**src/rtl/spi_reg_master.sv**
```systemverilog
module spi_reg_master #(
  parameter int SYS_MHZ = 16,
  parameter int NSS     = 8
) (
  input  logic       clk,
  input  logic       rst_n,
  input  logic [2:0] bus_addr,
  input  logic [7:0] bus_wdata,
  input  logic       bus_we,
  output logic [7:0] bus_rdata,
  output logic       irq_o,
  output logic       sclk_o,
  output logic       mosi_o,
  input  logic       miso_i,
  output logic [7:0] ss_n_o
);
  localparam int HALF0 = SYS_MHZ / 2;
  localparam int DIV_W = $clog2(HALF0 + 1);
  localparam int SEL_W = $clog2(NSS);

  logic [SEL_W-1:0] sel_q;
  logic             man_q, man_on_q;
  logic [1:0]       len_q, rate_q;
  logic             cpol_q, cpha_q, lsb_q, ien_q;
  logic             busy, done_q, tail_q, sclk_t, rx_q;
  logic [DIV_W-1:0] div_q;
  logic [6:0]       ecnt_q;
  logic [31:0]      shreg;

  logic [5:0]       nbits;
  logic [31:0]      mask, shifted;
  logic [DIV_W-1:0] half_lim;
  logic             tick, lead, sample_ev, shift_ev, last_edge, idle_wr;

  assign nbits     = {1'b0, len_q, 3'b000} + 6'd8;
  assign mask      = (len_q == 2'd3) ? 32'hFFFF_FFFF : ((32'd1 << nbits) - 32'd1);
  assign half_lim  = DIV_W'(HALF0 >> rate_q);
  assign tick      = busy && (div_q == half_lim - DIV_W'(1));
  assign lead      = ~ecnt_q[0];
  assign last_edge = (ecnt_q == {nbits, 1'b0} - 7'd1);
  assign sample_ev = tick && !tail_q && (lead ^ cpha_q);
  assign shift_ev  = tick && ((!tail_q && !(lead ^ cpha_q) && !(cpha_q && ecnt_q == 7'd0))
                             || (tail_q && cpha_q));
  assign idle_wr   = bus_we && !busy;

  always_comb begin
    if (lsb_q)
      shifted = (shreg & ~mask) | ((shreg >> 1) & (mask >> 1)) | ({31'd0, rx_q} << (nbits - 6'd1));
    else
      shifted = (shreg & ~mask) | ({shreg[30:0], rx_q} & mask);
  end

  assign mosi_o = lsb_q ? shreg[0] : shreg[5'(nbits - 6'd1)];
  assign sclk_o = sclk_t ^ cpol_q;
  assign irq_o  = done_q & ien_q;

  always_comb begin
    ss_n_o = '1;
    if ((man_q && man_on_q) || (!man_q && busy))
      ss_n_o[sel_q] = 1'b0;
  end

  always_comb begin
    case (bus_addr)
      3'd0:    bus_rdata = {man_on_q, man_q, 6'(sel_q)};
      3'd1:    bus_rdata = {ien_q, lsb_q, cpha_q, cpol_q, rate_q, len_q};
      3'd2:    bus_rdata = {6'd0, done_q, busy};
      3'd4:    bus_rdata = shreg[7:0];
      3'd5:    bus_rdata = shreg[15:8];
      3'd6:    bus_rdata = shreg[23:16];
      3'd7:    bus_rdata = shreg[31:24];
      default: bus_rdata = 8'd0;
    endcase
  end

  always_ff @(posedge clk or negedge rst_n) begin
    if (!rst_n) begin
      sel_q <= '0; man_q <= 1'b0; man_on_q <= 1'b0;
      len_q <= '0; rate_q <= '0; cpol_q <= 1'b0; cpha_q <= 1'b0;
      lsb_q <= 1'b0; ien_q <= 1'b0;
      busy <= 1'b0; done_q <= 1'b0; tail_q <= 1'b0; sclk_t <= 1'b0; rx_q <= 1'b0;
      div_q <= '0; ecnt_q <= '0; shreg <= '0;
    end else begin
      if (idle_wr) begin
        case (bus_addr)
          3'd0: begin
            sel_q    <= bus_wdata[SEL_W-1:0];
            man_q    <= bus_wdata[6];
            man_on_q <= bus_wdata[7];
          end
          3'd1: begin
            len_q  <= bus_wdata[1:0];
            rate_q <= bus_wdata[3:2];
            cpol_q <= bus_wdata[4];
            cpha_q <= bus_wdata[5];
            lsb_q  <= bus_wdata[6];
            ien_q  <= bus_wdata[7];
          end
          3'd4: shreg[7:0]   <= bus_wdata;
          3'd5: shreg[15:8]  <= bus_wdata;
          3'd6: shreg[23:16] <= bus_wdata;
          3'd7: begin
            shreg[31:24] <= bus_wdata;
            busy   <= 1'b1;
            done_q <= 1'b0;
            div_q  <= '0;
            ecnt_q <= '0;
            tail_q <= 1'b0;
            sclk_t <= 1'b0;
          end
          default: ;
        endcase
      end
      if (bus_we && bus_addr == 3'd2)
        done_q <= 1'b0;
      if (busy) begin
        div_q <= tick ? '0 : div_q + DIV_W'(1);
        if (sample_ev)
          rx_q <= miso_i;
        if (shift_ev)
          shreg <= shifted;
        if (tick && !tail_q) begin
          sclk_t <= ~sclk_t;
          ecnt_q <= ecnt_q + 7'd1;
          if (last_edge)
            tail_q <= 1'b1;
        end
        if (tick && tail_q) begin
          busy   <= 1'b0;
          done_q <= 1'b1;
        end
      end
    end
  end
endmodule

```
**config.mk**
```make
export PLATFORM = sky130hd
export DESIGN_NAME = spi_reg_master
export DESIGN_NICKNAME = d
export VERILOG_FILES = /design/src/rtl/spi_reg_master.sv
export SDC_FILE = /design/constraint.sdc
export NUM_CORES = 1
export LEC_CHECK = 0
export BUFFER_PORTS_ARGS = -buffer_cell sky130_fd_sc_hd__buf_2
export CORE_AREA = 2 2 88 174
export DETAILED_ROUTE_END_ITERATION = 6
export DIE_AREA = 0 0 90 176
export REMOVE_ABC_BUFFERS = 1
export SLEW_MARGIN = 20
export SYNTH_ARGS = -nofsm -noshare
export SYNTH_HDL_FRONTEND = slang
export SYNTH_SLANG_ARGS = --single-unit
```
**constraint.sdc**
```tcl
create_clock -name clk -period 4.7 [get_ports clk]
set_clock_uncertainty 0.1 [all_clocks]
set_input_delay 0.47 -clock clk [delete_from_list [all_inputs] [get_ports clk]]
set_output_delay 0.47 -clock clk [all_outputs]
set_load 0.01 [all_outputs]
```
==> impl.org, run 1 <==
** Layout
- Top library cells by usage in the layout, fill and taps aside :: sky130_fd_sc_hd__dfrtp_1, sky130_fd_sc_hd__nand2_1, sky130_fd_sc_hd__nor2_1
- Filler Cells Inserted :: 1549
- Final Util :: 0.316
- Growth of design area from synthesis to finish :: 15.1%
- Number of nets in the final layout :: 474
- Excluding fillers, the count of instances in the completed layout stands at approximately 650.
- Share of final-layout standard cells stronger than drive strength 1 :: 0.189
- Most common library cell in the layout ignoring fill and taps :: sky130_fd_sc_hd__dfrtp_1
- 0 antenna diodes ended up in the layout.

** Yosys
- Counting flops with an async set or reset pin after synthesis yields a share of 1.00.
- Part of the Yosys area used for sequential elements :: 0.385
- Each instance of the synthesized netlist takes up on average roughly 9.3 µm².
- The Yosys step of the flow raised 0 warnings.
- The synthesized design contains 61 register bits.
- Counting flops with a built-in enable in the synthesized netlist gives 0.
- Synthesis instantiated 58 different standard cells from the library.
- Main synth FF type :: sky130_fd_sc_hd__dfrtp_1
- Counting every instance in the synthesized netlist gives between 400 and 500.
- Netlist area before placement :: 3960 µm²

** Global route
- Pin count of the biggest net entering global routing :: slightly above 60
- For this run, the total global-route usage over all layers was measured as 0.162.
- GRT overflow :: 0
- The number of antenna violations at the first check in global routing is 0.
- The via count of the first global-routing pass came to 3459.
- The first global-routing pass estimated 19600 µm of wire.

** Worst setup path
- Of all nets on the critical path, the largest fanout is 10.
- Crit path launch type :: register
- Worst endpoint data arrival time :: between 2 and 3 ns
- Worst reg-to-reg path cell count :: 8
- Critical path class :: reg -> out
- CP required :: 4.13 ns
- Worst reg-to-reg setup slack :: 1.85 ns
- Capturing element type of the critical path :: output port
- The worst register-to-register path begins at ecnt_q[0].

** Timing
- Maximum clock frequency :: approximately 0.31 GHz
- Endpoints failing hold :: 0
- Across all setup checks in the final design, the least slack found is 1.52 ns.
- Max-slew violations :: 0
- Final setup vio count :: 0
- RSZ-0062 raised after global routing :: no
- Total negative setup slack :: 0 ns
- WHS :: 0.204 ns
- Relative max-transition margin :: 0.296
- In the finished design, the share of the clock period the worst path needs comes to 0.676.
- Counting I/O delays and the setup requirement, the final critical path takes 3.18 ns.
- For the pin with the worst max-slew slack, the measured transition is 1.06 ns.

** Route
- Wirelength per Cell :: approximately 20 µm
- Using the TritonRoute via totals, the vias-per-cell ratio works out to around 5.4.
- Final ANT Viol Nets :: 0
- Pre-Repair DR Iteration Count :: 5
- Total wire length after detailed routing :: roughly 13000 µm
- Number of violations reported at the end of detailed-routing iteration 0 :: 269
- Remaining DRCs :: 0
- The final route contains between 3000 and 4000 vias.

** CTS
- TritonCTS built the clock tree.
- Clock tree synthesis inserted a total of 9 buffers.
- Number of buffers added to fix hold violations after cts :: 0
- Max H-tree Level :: 3
- Clock sink count :: 61
- Clock slew seen by the registers of the worst setup and hold paths :: 0.05 ns
- Clk root buf :: sky130_fd_sc_hd__clkbuf_16
- The clock reaches the later pin of the worst-skew pair after about 0.33 ns.
- Post-CTS timing repair inserted 0 buffers for setup.
- Buffers from clock root to sink, at most :: 2
- In this run, post-CTS repair resized a total of 0 instances.

** Floorplan
- In this run the core area contains 62 standard-cell rows.
- Die Ht :: 176 µm
- I/O pin total :: 34
- The floorplan step defined a die boundary enclosing roughly 16000 µm².
- In this run the standard cell core region covers between 10000 and 15000 µm².
- Initial cell density of the core :: 0.274
- In this run the horizontal extent of the chip is 90 µm.

** Power and ir drop
- Summed over all cells, the static leakage comes to 0.00197 µW.
- The worst-case IR drop observed on VDD is ~200 µV.
- Pwr dens :: 695 nW/µm²

** Placed design
- The wire-length estimate of the detail-placed layout is 9070 µm.
- Placed Instances :: 632
- In this run the tool buffered the top-level ports with 33 buffer cells.
- Pre-CTS setup slack :: around 1.8 ns
- Global placement routability congestion :: 0.933

** Status
- The run finished with clean final reports.

** Min path
- In this run the worst hold path is classified as in -> async.

** Flow run
- Maximum capacitance violations :: 0
[final cells by class]
type	count	area [µm²]	share of cell area
Inverter	29	109	0.0239
Multi-Input combinational cell	315	2230	0.489
Sequential cell	61	1530	0.335
Tap cell	192	240	0.0527
Clock inverter	2	10.0	0.00220
Timing Repair Buffer	35	180	0.0395
Clock buffer	13	260	0.0571
[stage by stage]
step / power (µW) / cell area [µm²]
detailed placement: 2540 / 4290
global route: 3380 / 4560
floorplan: 2060 / 3870
finish: 3170 / 4560
global placement: 2510 / 4290
CTS: 3170 / 4560
[synth_stat cells, types with 2 or more instances]
| cell type | instances | area, µm² |
|---|---|---|
| sky130_fd_sc_hd__a211oi_1 | 5 | 37.5 |
| sky130_fd_sc_hd__clkbuf_1 | 13 | 48.8 |
| sky130_fd_sc_hd__inv_1 | 28 | 105 |
| sky130_fd_sc_hd__o311ai_0 | 2 | 17.5 |
| sky130_fd_sc_hd__nor2_1 | 37 | 139 |
| sky130_fd_sc_hd__and4_1 | 2 | 17.5 |
| sky130_fd_sc_hd__xnor2_1 | 3 | 26.3 |
| sky130_fd_sc_hd__o21ai_0 | 21 | 105 |
| sky130_fd_sc_hd__o21ai_1 | 8 | 40.0 |
| sky130_fd_sc_hd__o31ai_1 | 2 | 15.0 |
| sky130_fd_sc_hd__nand3_1 | 12 | 60.1 |
| sky130_fd_sc_hd__o211ai_1 | 3 | 22.5 |
| sky130_fd_sc_hd__nor2b_1 | 6 | 37.5 |
| sky130_fd_sc_hd__nand4bb_1 | 2 | 22.5 |
| sky130_fd_sc_hd__a21oi_2 | 2 | 17.5 |
| sky130_fd_sc_hd__mux2i_1 | 30 | 300 |
| sky130_fd_sc_hd__buf_2 | 3 | 15.0 |
| sky130_fd_sc_hd__nand2b_1 | 3 | 18.8 |
| sky130_fd_sc_hd__dfrtp_1 | 61 | 1530 |
| sky130_fd_sc_hd__a21oi_1 | 14 | 70.1 |
| sky130_fd_sc_hd__buf_1 | 6 | 22.5 |
| sky130_fd_sc_hd__a32oi_1 | 7 | 61.3 |
| sky130_fd_sc_hd__mux2_2 | 21 | 236 |
| sky130_fd_sc_hd__a221oi_1 | 13 | 114 |
| sky130_fd_sc_hd__a221o_1 | 8 | 80.1 |
| sky130_fd_sc_hd__nor3b_1 | 3 | 22.5 |
| sky130_fd_sc_hd__or2_2 | 2 | 12.5 |
| sky130_fd_sc_hd__nand2_1 | 44 | 165 |
| sky130_fd_sc_hd__a31oi_1 | 4 | 25.0 |
| sky130_fd_sc_hd__nor3_1 | 12 | 60.1 |
| sky130_fd_sc_hd__a22oi_1 | 3 | 22.5 |
| sky130_fd_sc_hd__and3_1 | 6 | 37.5 |
| sky130_fd_sc_hd__mux4_2 | 5 | 113 |
| sky130_fd_sc_hd__and2_1 | 2 | 12.5 |
| sky130_fd_sc_hd__ha_1 | 8 | 100 |
| sky130_fd_sc_hd__o22ai_1 | 5 | 31.3 |
[power breakdown]
| group | switching, µW | total, µW | internal [µW] |
|---|---|---|---|
| combinational | 662 | 1310 | 650 |
| sequential | 462 | 1240 | 775 |
| clock | 237 | 618 | 381 |
[kinds of logic after synthesis]
family | Yosys count | share of synthesized area
simple gates | 138 | 0.170
compound gates | 108 | 0.191
flops | 61 | 0.385
mux | 57 | 0.168
buf+inv | 52 | 0.0512
fa+ha+maj | 8 | 0.0253
xor+xnor | 4 | 0.00885
[worst max-delay path by stage]
stage | depth (start not counted) | start | end | slack, ns
final | 5 | len_q[0] | mosi_o | 1.52
after global routing | 5 | len_q[0] | mosi_o | 1.44
after CTS | 5 | len_q[0] | mosi_o | 1.51
after detailed placement | 6 | bus_addr[2] | register | 1.76
after global placement | 6 | bus_addr[2] | register | 1.89
after floorplan | 8 | ecnt_q[0] | register | 2.30
[layer usage]
metal	global-route usage	wire length [µm]	vias up
met5	0	0	-
met1	0.173	4690	1694
li1	-	-	1619
met4	0.122	931	0
met3	0.0218	433	49
met2	0.286	6530	133
[worst max-delay path: stages, from the launching register on]
cell and delay [ns]:
sky130_fd_sc_hd__dfrtp_1 0.60, sky130_fd_sc_hd__inv_1 0.17, sky130_fd_sc_hd__ha_1 0.50, sky130_fd_sc_hd__mux4_2 0.56, sky130_fd_sc_hd__mux2_2 0.29, sky130_fd_sc_hd__buf_2 0.14
Note: power is estimated with default switching activity, not from simulation.
==> run 2: changes to the inputs <==
Clock period 4.7 ns to 3.24 ns, I/O delays scaled along.
==> run 2 against run 1 <==
Net effect: setup slack got worse by 1.2 ns; via count increased by 2.6%; sequential cell count unchanged; combinational power increased by 54%; largest cell class unchanged; highest routed layer unchanged.
==> impl.org, run 2 (same netlist as run 1, synthesis figures left out) <==
** Placed design
- The final estimated routing congestion in global placement came to 0.963 (+3.2%).
- The standard cell area after detailed placement was 4360 µm² (+1.6%).
- The port buffer count was 33 (unchanged).
- The post-place setup slack was 0.628 ns (-1.14 ns).
- The HPWL reported at the end of detailed placement came to 9430 µm (+4.0%).

** Timing
- Setup repair after global routing left no endpoint under its margin.
- Fin crit period :: 2.89 ns
- The least setup slack across all paths after layout was 0.349 ns (-1.17 ns).
- The final hold violation count came to 0 (unchanged).
- Maximum clock frequency :: 0.346 GHz
- The final-layout setup total negative slack is 0 ns (unchanged).
- Final setup vio count :: 0 (unchanged)
- The transition time at the pin with the least slew margin is 0.827 ns (-0.228 ns).
- Relative max-transition margin :: 0.449 (+0.152)
- Of the available clock period, the critical path in the final layout requires 0.892.
- Max-slew violations :: 0 (unchanged)

** Floorplan
- Die Ht :: 176 µm (unchanged)
- Row count :: 62 (unchanged)
- Area of the die :: 15800 µm² (unchanged)
- Initial cell density of the core :: 0.274 (unchanged)
- The area of the placeable core was 14400 µm² (unchanged).
- The boundary pin count came to 34 (unchanged).
- The die outline width came to 90 µm (unchanged).

** CTS
- The number of buffers on the longest clock path came to 2 (unchanged).
- The TritonCTS sink count came to 61 (unchanged).
- Clk root buf :: sky130_fd_sc_hd__clkbuf_16
- The H-tree depth came to 3 (unchanged).
- The clock input transition at the sequential cells of the worst setup and hold paths is 0.05 ns (about the same).
- Resized cells post-CTS :: 0 (unchanged)
- Setup repair bufs after CTS :: 0 (unchanged)
- Clk_lat worst skew :: 0.34 ns (about the same)
- Number of buffers added by the clock tree synthesis step :: 9 (unchanged)
- TritonCTS built the clock tree.
- The quantity of hold-fixing buffers added after cts was 0 (unchanged).

** Worst setup path
- Critical path class :: reg -> out
- Worst endpoint data arrival time :: 2.47 ns (-0.14 ns)
- In this run the critical register-to-register path is launched from ecnt_q[0].
- Worst reg-to-reg setup slack :: 0.60 ns (-1.25 ns)
- STA classifies the critical path endpoint as an output port.
- Crit path launch type :: register
- The required time of the critical path is 2.82 ns (-1.31 ns).
- The biggest fanout along the worst timing path was 10 (unchanged).
- Worst reg-to-reg path cell count :: 8 (unchanged)

** Layout
- Leaving out fill and tap cells, the most frequent cell in the layout is sky130_fd_sc_hd__dfrtp_1.
- The final design area excluding fillers is 4700 µm² (+3.1%).
- The fraction of final layout cells with drive strength greater than 1 is 0.211 (+0.0217).
- Number of nets in the final layout :: 483 (+1.9%)
- The area growth from synthesis to layout is 18.7%.
- Ant diodes :: 0 (unchanged)
- The top cell types in the final layout, fill and taps aside, are sky130_fd_sc_hd__dfrtp_1, sky130_fd_sc_hd__nand2_1, sky130_fd_sc_hd__nor2_1.

** Global route
- The residual overflow from global routing came to 0 (unchanged).
- The all-layer global routing usage came to 0.164 (+0.00240).
- The global-route wire length before repair is 20000 µm (+2.1%).
- The number of antenna violations at the first check in global routing came to 0 (unchanged).
- The via count of the first global-routing pass is 3644 (+5.3%).
- The maximum number of pins on one net before global-route repair is 62 (unchanged).

** Route
- The number of nets with antenna violations after routing was 0 (unchanged).
- The remaining design rule violation count is 0 (unchanged).
- Pre-Repair DR Iteration Count :: 5 (unchanged)
- The wire length per cell after detailed routing is 19.5 µm (+0.45%).
- The count of vias placed by the detailed router was 3586 (+2.6%).
- The initial DRC count was 296 (+10%).
- The post-detailed-routing wire length came to 12800 µm (+2.0%).
- Via density :: 5.46 (+1.0%)

** Min path
- Path type of the worst min-delay path :: in -> async

** Power and ir drop
- The leakage dissipation came to 0.00205 µW (+4.0%).
- IR drop worst, VDD :: 262 µV (+33%)
- Pwr dens :: 1030 nW/µm² (+49%)

** Flow run
- Maximum capacitance violations :: 0 (unchanged)

** Status
- The run finished with clean final reports.
-- run 2: report_power, final --
group,switching [µW],internal [µW],total [µW]
Combinational,1060,964,2020
Sequential,598,1120,1720
Clock,352,756,1110
Total,2010,2840,4850
-- run 2: area by class of cell --
class                           count  area, µm²
Fill cell                        1540       9730
Multi-Input combinational cell    315       2230
Sequential cell                    61       1530
Clock buffer                       13        280
Timing Repair Buffer               44        248
Tap cell                          192        240
Inverter                           29        109
Clock inverter                      3       65.1
-- run 2: routing by layer --
metal,wire (µm),share of wire,up-vias,track usage
met4,1010,0.078,0,0.140
met1,4480,0.35,1744,0.161
met5,0,0,-,0
li1,-,-,1639,-
met2,6800,0.53,146,0.295
met3,540,0.042,57,0.0269
-- run 2: worst max-delay path by stage --
stage,start,end,slack (ns),cells after the start
2_1_floorplan,ecnt_q[0],register,0.84,8
3_3_place_gp,ecnt_q[0],register,0.69,8
3_5_place_dp,ecnt_q[0],register,0.63,8
4_1_cts,len_q[0],mosi_o,0.36,5
5_1_grt,len_q[0],mosi_o,0.27,5
6_report,len_q[0],mosi_o,0.35,5
-- run 2: critical path, cell delays in order, from the launching register on --
cell                      delay, ns
sky130_fd_sc_hd__dfrtp_1       0.53
sky130_fd_sc_hd__inv_1         0.16
sky130_fd_sc_hd__ha_1          0.42
sky130_fd_sc_hd__mux4_2        0.58
sky130_fd_sc_hd__mux2_2        0.29
sky130_fd_sc_hd__buf_2         0.14
-- run 2: per-stage QoR --
stage / instances / hold WS, ns / util / power, µW
6_report: 657 / 0.0448 / 0.326 / 4850
5_1_grt: 657 / 0.132 / 0.326 / 5140
4_1_cts: 657 / 0.0985 / 0.326 / 4850
3_5_place_dp: 641 / 0.403 / 0.302 / 3730
3_3_place_gp: 641 / 0.395 / 0.302 / 3680
2_1_floorplan: 405 / -0.0716 / - / 2990
==> run 3: changes to the inputs <==
--- a/config.mk
+++ b/config.mk
@@ -6,8 +6,10 @@
 export NUM_CORES = 1
 export LEC_CHECK = 0
+export ABC_AREA = 1
 export BUFFER_PORTS_ARGS = -buffer_cell sky130_fd_sc_hd__buf_2
-export CORE_AREA = 2 2 88 174
+export CORE_AREA = 2 2 63 125
 export DETAILED_ROUTE_END_ITERATION = 6
-export DIE_AREA = 0 0 90 176
+export DIE_AREA = 0 0 65 127
+export PLACE_DENSITY = 0.79
 export REMOVE_ABC_BUFFERS = 1
 export SLEW_MARGIN = 20
==> constraint.sdc (replaced) <==
create_clock -name clk -period 3.24 [get_ports clk]
set_clock_uncertainty 0.1 [all_clocks]
set_input_delay 0.486 -clock clk [delete_from_list [all_inputs] [get_ports clk]]
set_output_delay 0.486 -clock clk [all_outputs]
set_load 0.01 [all_outputs]
==> run 3 against run 2 <==
Net effect: synthesized cell count increased by 54%; via count grew 30%; fmax is 7.9% higher; critical path depth is 3 higher; largest power group unchanged.
==> impl.org, run 3 <==
** Power and ir drop
- Net switching power :: 2370 µW (+18%)
- Internal Power :: 2590 µW (-8.8%)
- The share of total power in combinational logic was 0.472 (+0.055).
- The clock network fraction of design power was 0.193 (-0.035).
- Part of the total power dissipated in sequential elements :: 0.335 (-0.020)
- Pwr dens :: 1030 nW/µm² (-0.49%)
- Proportion of total power due to net switching :: 0.478 (+0.0639)
- The leakage dissipation was 0.00237 µW (+16%).
- The largest vdd supply drop came to 509 µV (+94%).

** Worst setup path
- Cell seen most often among critical-path stages :: sky130_fd_sc_hd__o21ai_0
- Worst endpoint data arrival time :: 2.09 ns (-0.38 ns)
- Worst reg-to-reg path cell count :: 7 (-1)
- Delay of the slowest cell on the worst path :: 0.48 ns (-0.10 ns)
- Slowest cell on the critical path :: sky130_fd_sc_hd__dfrtp_1
- The worst setup path is captured at an output port.
- Crit path launch type :: register
- The worst register-to-register path begins at len_q[0].
- The worst reg-to-reg setup slack is 0.84 ns (+0.24 ns).
- Walking the worst path, the cells encountered are inv_1 > ha_1 > nor2_1 > nand2_1 > o21ai_0 > a221oi_1 > o21ai_0 > buf_2.
- Peak fanout along the critical path :: 8 (-2)
- Critical path class :: reg -> out
- The required time of the critical path came to 2.65 ns (-0.17 ns).

** Layout
- Relative to the synthesized area, the layout overhead comes to 11.3%.
- Ant diodes :: 0 (unchanged)
- Final Util :: 0.670 (+0.344)
- Leaving out fill and tap cells, the most frequent cell in the layout is sky130_fd_sc_hd__nand2_1.
- Top library cells by usage in the layout, fill and taps aside :: sky130_fd_sc_hd__nand2_1, sky130_fd_sc_hd__o21ai_0, sky130_fd_sc_hd__inv_1
- The fraction of final layout cells with drive strength greater than 1 was 0.0951 (-0.116).
- The final net count is 713 (+48%).
- Post-route cell area :: 4830 µm² (+2.8%)

** Timing
- Relative max-transition margin :: 0.383 (-0.0656)
- Maximum clock frequency :: 0.373 GHz (+7.9%)
- Endpoints failing hold :: 0 (unchanged)
- Ratio of final minimum period to clock period :: 0.827 (-0.0651)
- The number of pins with negative max-slew slack in the final report was 0 (unchanged).
- The count of final setup violators came to 0 (unchanged).
- Fin crit period :: 2.68 ns (-0.211 ns)
- Total negative setup slack :: 0 ns (unchanged)
- RSZ-0062 raised after global routing :: no
- WHS :: 0.0617 ns (+0.0170 ns)
- The transition time at the pin with the least slew margin was 0.924 ns (+0.0974 ns).
- The least setup slack across all paths after layout came to 0.560 ns (+0.211 ns).

** Route
- Via count :: 4663 (+30%)
- The vias per cell was 5.93 (+8.7%).
- Number of violations reported at the end of detailed-routing iteration 0 :: 446 (+51%)
- Total wire length after detailed routing :: 13200 µm (+2.6%)
- The number of nets with antenna violations after routing was 0 (unchanged).
- Remaining DRCs :: 0 (unchanged)
- Pre-Repair DR Iteration Count :: 5 (unchanged)
- The wire length per cell after detailed routing is 16.8 µm (-14%).

** CTS
- Resized cells post-CTS :: 0 (unchanged)
- TritonCTS built the clock tree.
- The number of buffers on the longest clock path was 2 (unchanged).
- Number of buffers added by the clock tree synthesis step :: 9 (unchanged)
- Clock tree synthesis selected as its root buffer the cell sky130_fd_sc_hd__clkbuf_16.
- Clk_lat worst skew :: 0.33 ns (about the same)
- Clock sink count :: 61 (unchanged)
- Clock slew seen by the registers of the worst setup and hold paths :: 0.05 ns (about the same)
- The H-tree depth was 3 (unchanged).
- The quantity of hold-fixing buffers added after cts was 0 (unchanged).
- The setup fix buffers added after clock tree synthesis is 0 (unchanged).

** Yosys
- Share of flip-flops with an asynchronous set or reset :: 1.00 (unchanged)
- Gate count of the mapped netlist :: 661 (+54%)
- Warning count from the yosys run :: 0 (unchanged)
- Counting instances in the post-synthesis netlist gives the leading cell types as sky130_fd_sc_hd__nand2_1, sky130_fd_sc_hd__o21ai_0, sky130_fd_sc_hd__inv_1.
- Syn Area/Cell :: 6.57 µm² (-29%)
- Main synth FF type :: sky130_fd_sc_hd__dfrtp_1
- FF+latch count, synth :: 61 (unchanged)
- Number of enable-type register cells in the synthesized netlist :: 0 (unchanged)
- Most frequent cell after synthesis :: sky130_fd_sc_hd__nand2_1
- Top cells by area, synth :: sky130_fd_sc_hd__dfrtp_1, sky130_fd_sc_hd__nand2_1, sky130_fd_sc_hd__o21ai_0
- The area share of the leading cell type in the synthesized netlist came to 0.352 (-0.0339).
- Number of distinct library cell variants in the gate-level netlist after synthesis :: 32 (-45%)
- Library cell with the largest summed area after synthesis :: sky130_fd_sc_hd__dfrtp_1
- Part of the Yosys area used for sequential elements :: 0.352 (-0.0339)
- Netlist area before placement :: 4340 µm² (+9.6%)

** Min path
- The path class of the tightest hold or removal check is in -> async.

** Global route
- The maximum number of pins on one net before global-route repair is 64 (+3.2%).
- The number of antenna violations at the first check in global routing is 0 (unchanged).
- Overall track demand over capacity in global routing :: 0.342 (+0.178)
- The global-route wire length before repair came to 21500 µm (+7.7%).
- GRT overflow :: 0 (unchanged)
- Vias in the first global route :: 4529 (+24%)

** Floorplan
- I/O pin total :: 34 (unchanged)
- The die height is 127 µm (-28%).
- The die outline width was 65 µm (-28%).
- Core area :: 7210 µm² (-50%)
- The initial core utilization was 0.602 (+0.328).
- Row count :: 44 (-29%)
- Area of the die :: 8260 µm² (-48%)

** Placed design
- The standard cell area after detailed placement is 4540 µm² (+4.2%).
- The post-place setup slack came to 0.907 ns (+0.280 ns).
- Global placement routability congestion :: 0.993 (+3.1%)
- The HPWL reported at the end of detailed placement came to 9670 µm (+2.5%).
- Number of buffer cells added on primary ports :: 33 (unchanged)

** Flow run
- The number of max-cap violations was 0 (unchanged).

** Status
- The flow ran to the end, and the final reports show no timing, DRC or antenna violations.
run 3: changes by cell type after synthesis, sizes merged, moves of 11 or more:
cell,previous run,this run
mux2i,30,0
inv,29,90
nand2,44,216
nor2,37,48
o21ai,29,100
nand3,12,28
a21oi,16,29
mux2,22,1
a221oi,13,1
nor3,13,2
run 3: how the worst max path moves through the flow:
stage,start,endpoint,slack (ns),cells past startpoint
finish,len_q[0],mosi_o,0.56,8
global route,len_q[0],mosi_o,0.41,8
CTS,len_q[0],mosi_o,0.60,8
detailed placement,len_q[0],register,0.91,10
global placement,len_q[0],register,0.94,10
floorplan,len_q[0],mosi_o,1.16,7
run 3: kinds of logic after synthesis:
kind of cell | after synthesis | share of synthesized area
fa+ha+maj | 8 | 0.0231
compound gates | 165 | 0.207
flops | 61 | 0.352
xor+xnor | 11 | 0.0222
simple gates | 305 | 0.288
mux | 1 | 0.00259
buf+inv | 110 | 0.105
run 3: cell type report:
cell class                 instances  area (µm²)
inverter                          90         338
tap                               92         115
clock inverter                     1        30.0
multi-input combinational        490        2360
timing repair buffer              38         203
clock buffer                      14         264
sequential                        61        1530
fill                             656        2380
run 3: power by group through the flow:
stage / logic, µW / clock network (µW) / registers [µW]
final: 2340 / 957 / 1670
after global routing: 2670 / 993 / 1710
after global placement: 2220 / 0 / 1640
after CTS: 2320 / 963 / 1640
after floorplan: 1750 / 0 / 1460
after detailed placement: 2300 / 0 / 1650
run 3: metal layers:
layer  part of all wire  up-vias  global-route usage
li1                   -     2206                   -
met1               0.37     2177               0.399
met2               0.50      223               0.579
met3              0.075       57              0.0590
met4              0.055        0               0.198
met5                  0        -                   0
run 3: critical path: cells and delay by family, from the launching register on:
| kind | cells | cell delay [ns] |
|---|---|---|
| flops | 1 | 0.48 |
| fa+ha+maj | 1 | 0.36 |
| simple gates | 2 | 0.15 |
| buf+inv | 2 | 0.31 |
| compound gates | 3 | 0.45 |
run 3: metrics by stage:
stage	power (µW)	std cells
2_1_floorplan	3200	641
3_3_place_gp	3870	771
3_5_place_dp	3950	771
4_1_cts	4930	786
5_1_grt	5360	786
6_report	4960	786
